[src/rtl/burst_pkg.sv]
// Shared definitions for the burst scheduler.
// Assumes the configuration byte layout stated in the brief.
package burst_pkg;
    typedef enum logic [2:0] {
        S_IDLE  = 3'd0,
        S_ADC   = 3'd1,
        S_START = 3'd2,
        S_TXW   = 3'd3,
        S_GAP   = 3'd4
    } seq_state_t;

    localparam int          LFSR_W    = 16;
    localparam logic [15:0] LFSR_TAPS = 16'hB400;
    localparam logic [15:0] LFSR_ALT  = 16'hACE1;

    localparam int CF_RES    = 0;
    localparam int CF_EXT    = 1;
    localparam int CF_INT    = 2;
    localparam int CF_ID     = 3;
    localparam int CF_REP_LO = 4;
    localparam int REP_W     = 2;
endpackage

[src/rtl/burst_period_timer.sv]
// Fixed cyclic period timer. It counts (ival+1) units, where one unit is
// one tick (fine) or COARSE_RATIO ticks (coarse). It reloads itself at
// each expiry. Assumes tick_i is one clock wide.
module burst_period_timer #(
    parameter int COARSE_RATIO = 300,
    parameter int IVAL_W       = 8
) (
    input  logic              clk,
    input  logic              rst_n,
    input  logic              tick_i,
    input  logic              coarse_i,
    input  logic [IVAL_W-1:0] ival_i,
    output logic              expire_o
);
    localparam int PRE_W = $clog2(COARSE_RATIO > 1 ? COARSE_RATIO : 2);
    localparam logic [PRE_W-1:0] PRE_LAST = PRE_W'(COARSE_RATIO - 1);

    logic [PRE_W-1:0]  pre_q;
    logic [IVAL_W-1:0] cnt_q;
    logic              unit_step;

    assign unit_step = tick_i && (!coarse_i || pre_q == PRE_LAST);
    assign expire_o  = unit_step && (cnt_q == '0);

    // Prescaler: divide ticks into coarse units.
    always_ff @(posedge clk) begin
        if (!rst_n)
            pre_q <= '0;
        else if (tick_i && coarse_i)
            pre_q <= (pre_q == PRE_LAST) ? '0 : pre_q + 1'b1;
    end

    // Unit counter: count down from ival, reload on expiry.
    always_ff @(posedge clk) begin
        if (!rst_n)
            cnt_q <= ival_i;
        else if (unit_step)
            cnt_q <= (cnt_q == '0) ? ival_i : cnt_q - 1'b1;
    end

    a_r3_prescale_bound: assert property (@(posedge clk) disable iff (!rst_n)
        pre_q <= PRE_LAST);
endmodule

[src/rtl/burst_lfsr.sv]
// Maximal-length Galois LFSR (right shift) for the repeat-gap delays.
// Loaded at reset from the seed input. A zero seed is replaced by a
// nonzero constant. It advances once per step_i.
module burst_lfsr
    import burst_pkg::*;
(
    input  logic              clk,
    input  logic              rst_n,
    input  logic [LFSR_W-1:0] seed_i,
    input  logic              step_i,
    output logic [LFSR_W-1:0] value_o
);
    logic [LFSR_W-1:0] q;

    // Seed at reset, then shift with feedback on each step.
    always_ff @(posedge clk) begin
        if (!rst_n)
            q <= (seed_i == '0) ? LFSR_ALT : seed_i;
        else if (step_i)
            q <= q[0] ? ((q >> 1) ^ LFSR_TAPS) : (q >> 1);
    end

    assign value_o = q;

    a_r5_lfsr_nonzero: assert property (@(posedge clk) disable iff (!rst_n)
        q != '0);
endmodule

[src/rtl/burst_sequencer.sv]
// Burst sequencer. For each packet it requests conversions, waits for
// them, pulses a transmit start and waits for transmit-done. It then
// either ends the burst or waits a random gap before the next repeat.
// Expiries are queued in a pending flag.
module burst_sequencer
    import burst_pkg::*;
#(
    parameter int GAP_BITS = 4
) (
    input  logic                clk,
    input  logic                rst_n,
    input  logic                expire_i,
    input  logic                tick_i,
    input  logic [7:0]          cfg_i,
    input  logic [GAP_BITS-1:0] rnd_i,
    input  logic                adc_int_done_i,
    input  logic                adc_ext_done_i,
    input  logic                tx_done_i,
    output logic                step_o,
    output logic                adc_int_req_o,
    output logic                adc_ext_req_o,
    output logic                tx_start_o,
    output logic                pl_chip_id_o,
    output logic                pl_int_adc_o,
    output logic                pl_ext_adc_o
);
    localparam int CNT_W = GAP_BITS + 1;
    localparam logic [CNT_W-1:0] GAP_MAX = CNT_W'(2 ** GAP_BITS);

    seq_state_t       state_q;
    logic             pending_q;
    logic [REP_W-1:0] rem_q;
    logic [CNT_W-1:0] gap_q;
    logic             got_int_q, got_ext_q;
    logic             take, int_ok, ext_ok;

    assign take   = (state_q == S_IDLE) && pending_q;
    assign int_ok = !pl_int_adc_o || got_int_q || adc_int_done_i;
    assign ext_ok = !pl_ext_adc_o || got_ext_q || adc_ext_done_i;
    assign step_o = (state_q == S_TXW) && tx_done_i && (rem_q != '0);

    // Pending expiry: a new expiry wins over consumption in the same cycle.
    always_ff @(posedge clk) begin
        if (!rst_n)
            pending_q <= 1'b0;
        else
            pending_q <= (pending_q && !take) || expire_i;
    end

    // Main sequence: conversions, start, wait for done, repeat gap.
    always_ff @(posedge clk) begin
        if (!rst_n) begin
            state_q      <= S_IDLE;
            rem_q        <= '0;
            gap_q        <= '0;
            got_int_q    <= 1'b0;
            got_ext_q    <= 1'b0;
            pl_chip_id_o <= 1'b0;
            pl_int_adc_o <= 1'b0;
            pl_ext_adc_o <= 1'b0;
        end else begin
            case (state_q)
                S_IDLE: if (pending_q) begin
                    state_q      <= S_ADC;
                    rem_q        <= cfg_i[CF_REP_LO +: REP_W];
                    pl_chip_id_o <= cfg_i[CF_ID];
                    pl_int_adc_o <= cfg_i[CF_INT];
                    pl_ext_adc_o <= cfg_i[CF_EXT];
                    got_int_q    <= 1'b0;
                    got_ext_q    <= 1'b0;
                end
                S_ADC: begin
                    got_int_q <= got_int_q || adc_int_done_i;
                    got_ext_q <= got_ext_q || adc_ext_done_i;
                    if (int_ok && ext_ok)
                        state_q <= S_START;
                end
                S_START: state_q <= S_TXW;
                S_TXW: if (tx_done_i) begin
                    if (rem_q == '0) begin
                        state_q <= S_IDLE;
                    end else begin
                        rem_q   <= rem_q - 1'b1;
                        gap_q   <= CNT_W'(rnd_i) + 1'b1;
                        state_q <= S_GAP;
                    end
                end
                S_GAP: if (tick_i) begin
                    if (gap_q == CNT_W'(1)) begin
                        state_q   <= S_ADC;
                        got_int_q <= 1'b0;
                        got_ext_q <= 1'b0;
                    end else begin
                        gap_q <= gap_q - 1'b1;
                    end
                end
                default: state_q <= S_IDLE;
            endcase
        end
    end

    assign adc_int_req_o = (state_q == S_ADC) && pl_int_adc_o && !got_int_q;
    assign adc_ext_req_o = (state_q == S_ADC) && pl_ext_adc_o && !got_ext_q;
    assign tx_start_o    = (state_q == S_START);

    a_r7_start_single: assert property (@(posedge clk) disable iff (!rst_n)
        tx_start_o |=> !tx_start_o);
    a_r6_wait_for_adc: assert property (@(posedge clk) disable iff (!rst_n)
        (adc_int_req_o && !adc_int_done_i) |=> !tx_start_o);
    a_r5_gap_range: assert property (@(posedge clk) disable iff (!rst_n)
        (state_q == S_GAP) |-> (gap_q != '0 && gap_q <= GAP_MAX));
    a_r4_rem_steps: assert property (@(posedge clk) disable iff (!rst_n)
        step_o |=> (rem_q == $past(rem_q) - 1'b1));
    a_r8_flags_hold: assert property (@(posedge clk) disable iff (!rst_n)
        (state_q != S_IDLE) |=> $stable({pl_chip_id_o, pl_int_adc_o, pl_ext_adc_o}));
    a_r9_pending_kept: assert property (@(posedge clk) disable iff (!rst_n)
        (expire_i && state_q != S_IDLE) |=> pending_q);
endmodule

[src/rtl/burst_scheduler.sv]
// Top of the periodic burst scheduler. It connects the period timer,
// the ID-seeded LFSR and the burst sequencer. Assumes that all inputs
// are synchronous to clk and that the done inputs are single pulses.
module burst_scheduler
    import burst_pkg::*;
#(
    parameter int COARSE_RATIO = 300,
    parameter int IVAL_W       = 8,
    parameter int GAP_BITS     = 4
) (
    input  logic              clk,
    input  logic              rst_n,
    input  logic [7:0]        cfg_i,
    input  logic [IVAL_W-1:0] ival_i,
    input  logic [LFSR_W-1:0] chip_id_i,
    input  logic              tick_i,
    input  logic              adc_int_done_i,
    input  logic              adc_ext_done_i,
    input  logic              tx_done_i,
    output logic              adc_int_req_o,
    output logic              adc_ext_req_o,
    output logic              tx_start_o,
    output logic              pl_chip_id_o,
    output logic              pl_int_adc_o,
    output logic              pl_ext_adc_o
);
    logic              expire, step;
    logic [LFSR_W-1:0] rnd;

    burst_period_timer #(.COARSE_RATIO(COARSE_RATIO), .IVAL_W(IVAL_W)) u_timer (
        .clk(clk), .rst_n(rst_n), .tick_i(tick_i), .coarse_i(cfg_i[CF_RES]),
        .ival_i(ival_i), .expire_o(expire));

    burst_lfsr u_lfsr (
        .clk(clk), .rst_n(rst_n), .seed_i(chip_id_i), .step_i(step),
        .value_o(rnd));

    burst_sequencer #(.GAP_BITS(GAP_BITS)) u_seq (
        .clk(clk), .rst_n(rst_n), .expire_i(expire), .tick_i(tick_i),
        .cfg_i(cfg_i), .rnd_i(rnd[GAP_BITS-1:0]),
        .adc_int_done_i(adc_int_done_i), .adc_ext_done_i(adc_ext_done_i),
        .tx_done_i(tx_done_i), .step_o(step),
        .adc_int_req_o(adc_int_req_o), .adc_ext_req_o(adc_ext_req_o),
        .tx_start_o(tx_start_o), .pl_chip_id_o(pl_chip_id_o),
        .pl_int_adc_o(pl_int_adc_o), .pl_ext_adc_o(pl_ext_adc_o));

    a_r1_quiet_idle: assert property (@(posedge clk) disable iff (!rst_n)
        tx_start_o |-> !(adc_int_req_o || adc_ext_req_o));
endmodule

[config.mk]
export PLATFORM = sky130hd
export DESIGN_NAME = burst_scheduler
export DESIGN_NICKNAME = d
export VERILOG_FILES = /design/src/rtl/burst_pkg.sv /design/src/rtl/burst_period_timer.sv /design/src/rtl/burst_lfsr.sv /design/src/rtl/burst_sequencer.sv /design/src/rtl/burst_scheduler.sv
export SDC_FILE = /design/constraint.sdc
export NUM_CORES = 1
export LEC_CHECK = 0
export BUFFER_PORTS_ARGS = -buffer_cell sky130_fd_sc_hd__clkbuf_2
export CAP_MARGIN = 10
export CORE_MARGIN = 2
export CORE_UTILIZATION = 45
export DETAILED_ROUTE_END_ITERATION = 8
export GPL_ROUTABILITY_DRIVEN = 0
export HOLD_SLACK_MARGIN = 0.06
export PLACE_DENSITY = 0.66
export SLEW_MARGIN = 10
export SYNTH_ARGS = -nofsm -noshare
export SYNTH_HDL_FRONTEND = slang
export SYNTH_SLANG_ARGS = --single-unit
[constraint.sdc]
create_clock -name clk -period 3.5 [get_ports clk]
set_clock_uncertainty 0.1 [all_clocks]
set_input_delay 0.525 -clock clk [delete_from_list [all_inputs] [get_ports clk]]
set_output_delay 0.525 -clock clk [all_outputs]
set_load 0.01 [all_outputs]
# After elaboration in Yosys (flattened, before gate mapping)
# Index checks and enable logic that the tools add are counted.
totals:
  register_bits: 49
  latch_bits: 0
  ramBits: 0
  mem_bits_ro: 0
  out_inout_bits: 6
  mem_count: 0
classes:
  add_sub_neg: 5
  mul: 0
  div: 0
  order_cmp: 0
  eq_ne: 15
  shifts: 0
  mux: 29
  bitwise_logic: 1
  reduce_logical: 39
op_table:
  columns: ["operator", "n"]
  rows:
  - ["16-bit 2-to-1 mux", 4]
  - ["8-bit 2-to-1 mux", 3]
  - ["5-bit 2-to-1 mux", 4]
  - ["3-bit 2-to-1 mux", 6]
  - ["16-bit logical NOT", 1]
  - ["3-bit case mux with 5 select lines", 1]
  - ["1-bit logical AND", 12]
  - ["2-bit by 1-bit != test with 1-bit output, second input constant", 5]
  - ["5-bit case mux with 2 select lines", 1]
  - ["5-bit AND reduction", 2]
  - ["9-bit by 1-bit adder with 9-bit output, second input constant", 1]
  - ["9-bit equality test, second input constant", 1]
  - ["9-bit 2-to-1 mux", 1]
  - ["8-bit logical NOT", 1]
  - ["1-bit logical OR", 8]
  - ["2-bit != test, second input constant", 4]
  - ["4-bit AND reduction", 2]
  - ["8-bit by 1-bit subtractor with 8-bit output, second input constant", 1]
  - ["3-bit by 2-bit equality test with 1-bit output, second input constant", 2]
  - ["1-bit logical NOT", 6]
  - ["2-bit 2-to-1 mux", 3]
  - ["1-bit case mux with 3 select lines", 2]
  - ["2-bit nonzero test", 3]
  - ["4-bit by 1-bit adder with 5-bit output, second input constant", 1]
  - ["12 further kinds", 14]

# Logic depth before layout (Yosys ltp)
# Gate-level depths: netlist of run 1.
depth:
  ltp_word: 6
  ltp_mapped: 7
  depth_no_buf: 6

# Cells and area by module
# A second synthesis of run 1 with hierarchy kept.
hier_totals:
  cells_unflattened: 281
  hier_area_um2: 2810.2
by_module_without_submodules:
  columns: ["mod", "n_inst", "cells_per_inst", "area_per_inst_um2", "seq_area_each_um2"]
  rows:
  - ["burst_sequencer", 1, 126, 1084.8, 320.3]
  - ["burst_period_timer", 1, 97, 923.4, 420.4]
  - ["burst_lfsr", 1, 58, 802.0, 480.5]

# Worst setup path after synthesis of run 1
# No wires, ideal clock.
synth_timing:
  path_kind: "register -> register"
  from: "register u_seq.state_q[1]"
  to: "register u_lfsr.q[0] (netlist: u_lfsr.value_o[0]), enable pin"
  t_arrival_ns: 2.048
  slack_ns: 0.941
  stages_incl_launch_ff: 4
  n_path_buf: 1
  synth_period_minus_slack_ns: 2.559
  path_cell_list: "dfxtp_1 > clkbuf_1 > nand3b_1 > o21ai_0"
synth_between:
  elab_chain_cells: 4
synth_lines:
  columns: ["element", "line", "text"]
  rows:
  - ["start: declaration", "burst_sequencer.sv:30", "seq_state_t state_q;"]
  - ["start signal: assignment", "burst_sequencer.sv:53", "state_q <= S_IDLE;"]
  - ["start signal: assignment", "burst_sequencer.sv:64", "state_q <= S_ADC;"]
  - ["start signal: assignment", "burst_sequencer.sv:76", "state_q <= S_START;"]
  - ["3-bit by 2-bit equality test with 1-bit output", "burst_sequencer.sv:40", "assign step_o = (state_q == S_TXW) && tx_done_i && (rem_q != '0);"]
  - ["1-bit logical AND (2 in a row)", "burst_sequencer.sv:40", null]
  - ["2-bit by 1-bit != test with 1-bit output (no line)", null, null]
  - ["end signal: assignment", "burst_lfsr.sv:18", "q <= (seed_i == '0) ? LFSR_ALT : seed_i;"]
  - ["end signal: assignment", "burst_lfsr.sv:20", "q <= q[0] ? ((q >> 1) ^ LFSR_TAPS) : (q >> 1);"]
  - ["end: declaration", "burst_lfsr.sv:13", "logic [LFSR_W-1:0] q;"]
# Every way passes these cells.
# A chain may end at the register's enable or synchronous reset.

# Final worst setup path of run 1
layout_timing:
  from: "register u_seq.state_q[0]"
  to: "output port adc_ext_req_o"
layout_between:
  elab_chain_cells: 3
layout_lines:
  columns: ["element", "line", "text"]
  rows:
  - ["3-bit by 1-bit equality test with 1-bit output", "burst_sequencer.sv:103", "assign adc_ext_req_o = (state_q == S_ADC) && pl_ext_adc_o && !got_ext_q;"]
  - ["1-bit logical AND (2 in a row)", "burst_sequencer.sv:103", null]
  - ["end: declaration", "burst_scheduler.sv:21", "output logic adc_ext_req_o,"]
# Every way passes these cells.

==> metrics.txt, run 1 <==
CP Capture Point adc_ext_req_o; Final WS setup 1.25 ns; Clock H-tree levels 2; core region area 0.00554 mm^2; worst r2r dst u_timer.cnt_q[2]; register bit count reported by yosys 49; # DRC 0; commonest non-fill, non-tap cell in the layout clkbuf_2; metal1 wirelength 2620 um; Met3 Wirelength 222 um; post-synthesis async set-or-reset flop share 0%; Post-DRT Antenna Nets 0; # clock sinks 49; site row count 27; clock root cell clkbuf_8; CP Cell Sequence nand2b_1, or2_2, nor2_1, clkbuf_2; fin crit period 2.25 ns; Final Cycle Share 64.3%; VDD IR max 0.228 mV; number of diodes 0; Area Overhead vs Synth 15.3%; count of cell types in the netlist 51; die span in y 80.2 um; Stages on worst setup path 4; DP HPWL 3660 um; hold path cells 3; mapped cell area 0.00261 mm^2; vias in the first global route 1953; Post-Place Setup Slack 1.25 ns; via count 2103; Max Transition Viols Final 0; Setup crit end kind primary output; DR WL/cell 13.9 um; Area contributors post-synth edfxtp_1 28%, dfxtp_1 19%, xnor2_1 5.0%, nor2_1 4.3%, ha_1 3.4%; Worst Tran Pin Value 0.707 ns; DR WL met2 2400 um; r2r startpoint u_timer.cnt_q[2]; initial antenna violation count 0; largest area contributor in the netlist edfxtp_1; final wirelength 5270 um; reg2reg setup slack 1.29 ns; starting density of the core 47.1%; CTS Hold Buffers Added 0; Ys Warns 0; Num CTS Buffers 5; total power 0.00129 W; Clk Latency, worst-skew pair 0.30 ns; CP Class reg2out; Final Hold Fails 0; most frequent cells in the layout 41 x clkbuf_2, 30 x nor2_1, 25 x dfxtp_1; Post-Syn Instances 267; Total GRT Usage 17.5%; Worst slew margin 52.7%; CP bufs+invs 1; postcts setup bufs 0; required time of the critical path 2.87 ns; max cap viols 0; EDFF count, synth 24; RSZ-0062 raised after global routing no; pin count of the biggest net entering global routing 23; Top Family by Delay on Critical Path flip-flops; largest fanout on the critical path 14; Synth Flop Type dfxtp_1; post-CTS sizing 0; share of the synthesized area in the top cell type 27.6%; PortBufs 41; Fmax 444 MHz; layout cell share with drive strength beyond 1 21.2%; Final TNS setup 0 ns; die area 0.00642 mm^2; Hold WC Path Type in2reg; CTS clock-pin slew for the worst setup and hold paths 0.10 ns; Reg2Reg Depth 3; Worst setup SP type register; Synth Net Count 312; max incr delay on CP 0.61 ns; Seq/Total Area, Yosys 46.8%; initial drt markers 71; status finished clean; final setup fails 0; clk buf depth 2; P_leak 1.12 nW; highest-delay cell along the critical path dfxtp_1; Avg Cell Area, Syn 9.78 um^2; Max Used Layer met4; power density over the cells 429 mW/mm^2; fill cell count 509; CP startpoint u_seq.state_q[0]; io pins 44; routed vias/inst 5.55; 1st-pass router iterations 4; Die W 80.2 um; first-pass GRT wire length 9030 um; CTS tree yes; crit path DAT 1.63 ns; fin nets 351; Remaining Overflow, GRT 0
worst min-delay path by stage:
| stage | to | start | slack [ns] |
|---|---|---|---|
| 2_1_floorplan | u_seq.got_int_q | u_seq.got_int_q | 0.33 |
| 6_report | u_seq.pl_ext_adc_o | cfg_i[1] | 0.36 |
| 3_5_place_dp | u_seq.rem_q[1] | u_seq.rem_q[1] | 0.37 |
| 4_1_cts | u_seq.pl_ext_adc_o | cfg_i[1] | 0.36 |
| 3_3_place_gp | u_seq.got_int_q | u_seq.got_int_q | 0.36 |
| 5_1_grt | u_seq.pl_ext_adc_o | cfg_i[1] | 0.36 |
final cells by class:
type,instances,area [um^2],share of cell area [%]
clock buffer,5,68.8,2.29
timing repair buffer,43,220,7.32
clock inverter,3,68.8,2.29
tap,72,90.1,2.99
inverter,10,37.5,1.25
sequential,49,1220,40.6
multi-input combinational,197,1300,43.3
layer usage:
layer	global-route usage (%)	vias up
met5	0	-
met3	3.82	2
met4	4.58	0
met2	27.6	49
li1	-	1055
met1	24.2	997
state kept, by name, indices dropped and copies added (netlist names):
signal,count
u_seq.pending_q,1
u_timer.cnt_q,8
u_seq.state_q,3
u_seq.rem_q,2
u_seq.pl_int_adc_o,1
u_seq.gap_q,5
u_seq.pl_ext_adc_o,1
u_seq.got_ext_q,1
u_seq.got_int_q,1
u_lfsr.value_o,16
u_seq.pl_chip_id_o,1
u_timer.pre_q,9
worst reg2reg max path: stages (launching register included):
cell	delay, ns
edfxtp_1	0.45
or4_4	0.60
o41ai_4	0.60
o21ai_0	0.20
synthesized netlist by cell type (3+ instances only):
cell,count
nand2_1,21
nor2_1,30
dfxtp_1,25
o22a_1,5
nor4_1,7
nand2b_1,6
nor3b_1,4
o21ai_0,16
nand4b_1,3
ha_1,7
xor2_1,5
nor3_1,7
clkbuf_1,10
mux2i_1,4
a21oi_1,17
inv_1,9
xnor2_1,15
edfxtp_1,24
mux2_2,7
nand3_1,6
metrics by stage:
step / utilization [%] / instances / hold WS [ns] / instance area, um^2
finish: 54.3 / 379 / 0.359 / 3010
global route: 54.3 / 379 / 0.357 / 3010
CTS: 54.3 / 379 / 0.360 / 3010
global placement: 51.8 / 371 / 0.356 / 2870
floorplan: - / 267 / 0.328 / 2610
detailed placement: 51.8 / 371 / 0.368 / 2870
cells by family (layout without fill, tap and decap cells):
logic type | count (synthesis) | after routing | share of synthesized area, %
AOI/OAI and AO/OA | 60 | 60 | 15.7
xor gates and xnor gates | 20 | 20 | 6.71
adders and majority gates | 7 | 7 | 3.36
buffers and inverters | 21 | 61 | 3.31
DFF | 49 | 49 | 46.8
muxes | 11 | 11 | 4.55
and+or+nand+nor | 99 | 99 | 19.6
power breakdown:
part / switching [W] / internal (W)
Sequential: 0.0000304 / 0.000639
Clock: 0.000204 / 0.000288
Combinational: 0.0000665 / 0.0000631
Note: power is estimated with default switching activity, not from simulation.
==> run 2: changes to the inputs <==
==> constraint.sdc (replaced) <==
create_clock -name clk -period 2.1 [get_ports clk]
set_clock_uncertainty 0.1 [all_clocks]
set_input_delay 0.315 -clock clk [delete_from_list [all_inputs] [get_ports clk]]
set_output_delay 0.315 -clock clk [all_outputs]
set_load 0.01 [all_outputs]
==> metrics.txt, run 2 (synthesis results as in run 1) <==
status finished clean; highest-delay cell along the critical path dfxtp_1; r2r startpoint u_timer.cnt_q[2]; Fmax 511 MHz; # DRC 0 (unchanged); Clk Latency, worst-skew pair 0.31 ns (about the same); clk buf depth 2 (unchanged); starting density of the core 47.1% (unchanged); max cap viols 0 (unchanged); Stages on worst setup path 4 (unchanged); fin crit period 1.96 ns; final wirelength 5220 um (-0.78%); Hold Path Origin cfg_i[2]; Core Util, Final 55.4% (+1.1 points); Reg2Reg Depth 4 (+1); Num CTS Buffers 5 (unchanged); CP bufs+invs 1 (unchanged); M1 GR Usage 23.1% (-1.1 points); largest fanout on the critical path 16 (+2); switch share 23.1% (-0.18 points); max FFs per register 16 (unchanged); crit path DAT 1.54 ns (-0.09 ns); pin count of the biggest net entering global routing 17 (-26%); commonest non-fill, non-tap cell in the layout clkbuf_2; Worst Tran Pin Value 0.638 ns (-0.0691 ns); Setup crit end kind primary output; CP startpoint u_seq.state_q[1]; CTS tree yes; grt peak-use layer met2; P_leak 1.16 nW (+3.6%); VDD IR max 0.379 mV (+66%); Max Transition Viols Final 0 (unchanged); Worst slew margin 57.4% (+4.7 points); PortBufs 41 (unchanged); most frequent cells in the layout 41 x clkbuf_2, 30 x nor2_1, 24 x edfxtp_1, 24 x dfxtp_1, 21 x nand2_1; fill cell count 513 (+0.79%); CP Cell Sequence nand2b_1, or2_2, nor2_1, clkbuf_2; core region area 0.00554 mm^2 (unchanged); dpl cell area 0.00294 mm^2 (+2.2%); routed vias/inst 5.45 (-1.8%); CP Capture Point adc_ext_req_o; register area 0.00122 mm^2 (+0.10%); power share of the combinational group 10.5% (+0.5 points); # clock sinks 49 (unchanged); die span in y 80.2 um (unchanged); DP HPWL 3780 um (+3.3%); DR WL/cell 13.5 um (-2.8%); Layout Cells excl Fill 387 (+2.1%); CTS clock-pin slew for the worst setup and hold paths 0.09 ns (about the same); RSZ-0062 raised after global routing no; io pins 44 (unchanged); final setup fails 0 (unchanged); worst r2r dst u_timer.cnt_q[6]; via count 2108 (+0.24%); clock root cell clkbuf_8; Die W 80.2 um (unchanged); Worst setup SP type register; 1st-pass router iterations 4 (unchanged); Area Overhead vs Synth 17.6%; CTS Hold Buffers Added 0 (unchanged); clock power share 37.6% (-0.5 points); site row count 27 (unchanged); Final Hold Fails 0 (unchanged); GRT met2 Usage 28.1% (+0.50 points); postcts setup bufs 0 (unchanged); Top Family by Delay on Critical Path simple AND/OR/NAND/NOR gates; CP Class reg2out; reg2reg setup slack 0.17 ns (-1.12 ns); Remaining Overflow, GRT 0 (unchanged); first-pass GRT wire length 8940 um (-1.0%); Hold WS 0.145 ns (-0.214 ns); max incr delay on CP 0.46 ns (-0.15 ns); number of diodes 0 (unchanged); P_int 0.00165 W (+67%); fin nets 359 (+2.3%); post-CTS sizing 0 (unchanged); die area 0.00642 mm^2 (unchanged); power density over the cells 699 mW/mm^2 (+63%); initial drt markers 82 (+15%); Total GRT Usage 17.5% (+0.081 points); Clock H-tree levels 2 (unchanged); area of the multi-input gates 0.00131 mm^2 (+0.29%); P_sw 0.000497 W (+65%); vias in the first global route 1942 (-0.56%); Seq pwr share 51.9% (about the same); Post-DRT Antenna Nets 0 (unchanged); GRT met3 Usage 4.49% (+0.67 points); required time of the critical path 1.68 ns (-1.19 ns); Final Cycle Share 93.1%; Cells after DPL 379 (+2.2%); Hold WC Path Type in2reg; initial antenna violation count 0 (unchanged); final instance area 0.00307 mm^2 (+2.0%); Final TNS setup 0 ns (unchanged); layout cell share with drive strength beyond 1 23.8% (+2.6 points)
-- run 2: how the worst min path moves through the flow --
stage                     cells past startpoint  slack [ns]                 end
after CTS                                     3        0.14  u_seq.pl_ext_adc_o
after global routing                          3        0.14  u_seq.pl_ext_adc_o
after global placement                        2        0.35     u_seq.got_int_q
final                                         3        0.14  u_seq.pl_int_adc_o
after floorplan                               2        0.33     u_seq.got_int_q
after detailed placement                      2        0.37     u_seq.got_ext_q
-- run 2: cell type report --
| cell class | instances | area share [%] |
|---|---|---|
| Sequential cell | 49 | 39.8 |
| Clock inverter | 3 | 2.12 |
| Inverter | 10 | 1.22 |
| Tap cell | 72 | 2.93 |
| Timing Repair Buffer | 51 | 9.13 |
| Clock buffer | 5 | 2.24 |
| Multi-Input combinational cell | 197 | 42.5 |
-- run 2: per-layer routing --
layer	up-vias	wire [um]
li1	1070	-
met1	1000	2490
met2	33	2500
met3	5	189
met4	0	49
met5	-	0
-- run 2: worst reg2reg max path, cell delays in order (launching register included) --
cell	delay, ns
edfxtp_1	0.45
or4_4	0.60
o41ai_4	0.24
buf_4	0.20
o21ai_0	0.09
-- run 2: through the flow --
step | setup slack, ns | power [W]
2_1_floorplan | 0.192 | 0.00127
3_3_place_gp | 0.204 | 0.00136
3_5_place_dp | 0.183 | 0.00136
4_1_cts | 0.0994 | 0.00217
5_1_grt | 0.00447 | 0.00224
6_report | 0.145 | 0.00215
-- run 2: power groups by stage --
stage	sequential, W	combinational [W]	clock (W)
after floorplan	0.00111	0.000158	0
after global placement	0.00113	0.000222	0
after detailed placement	0.00114	0.000226	0
after CTS	0.00111	0.000228	0.000825
after global routing	0.00112	0.000258	0.000862
final	0.00111	0.000225	0.000808
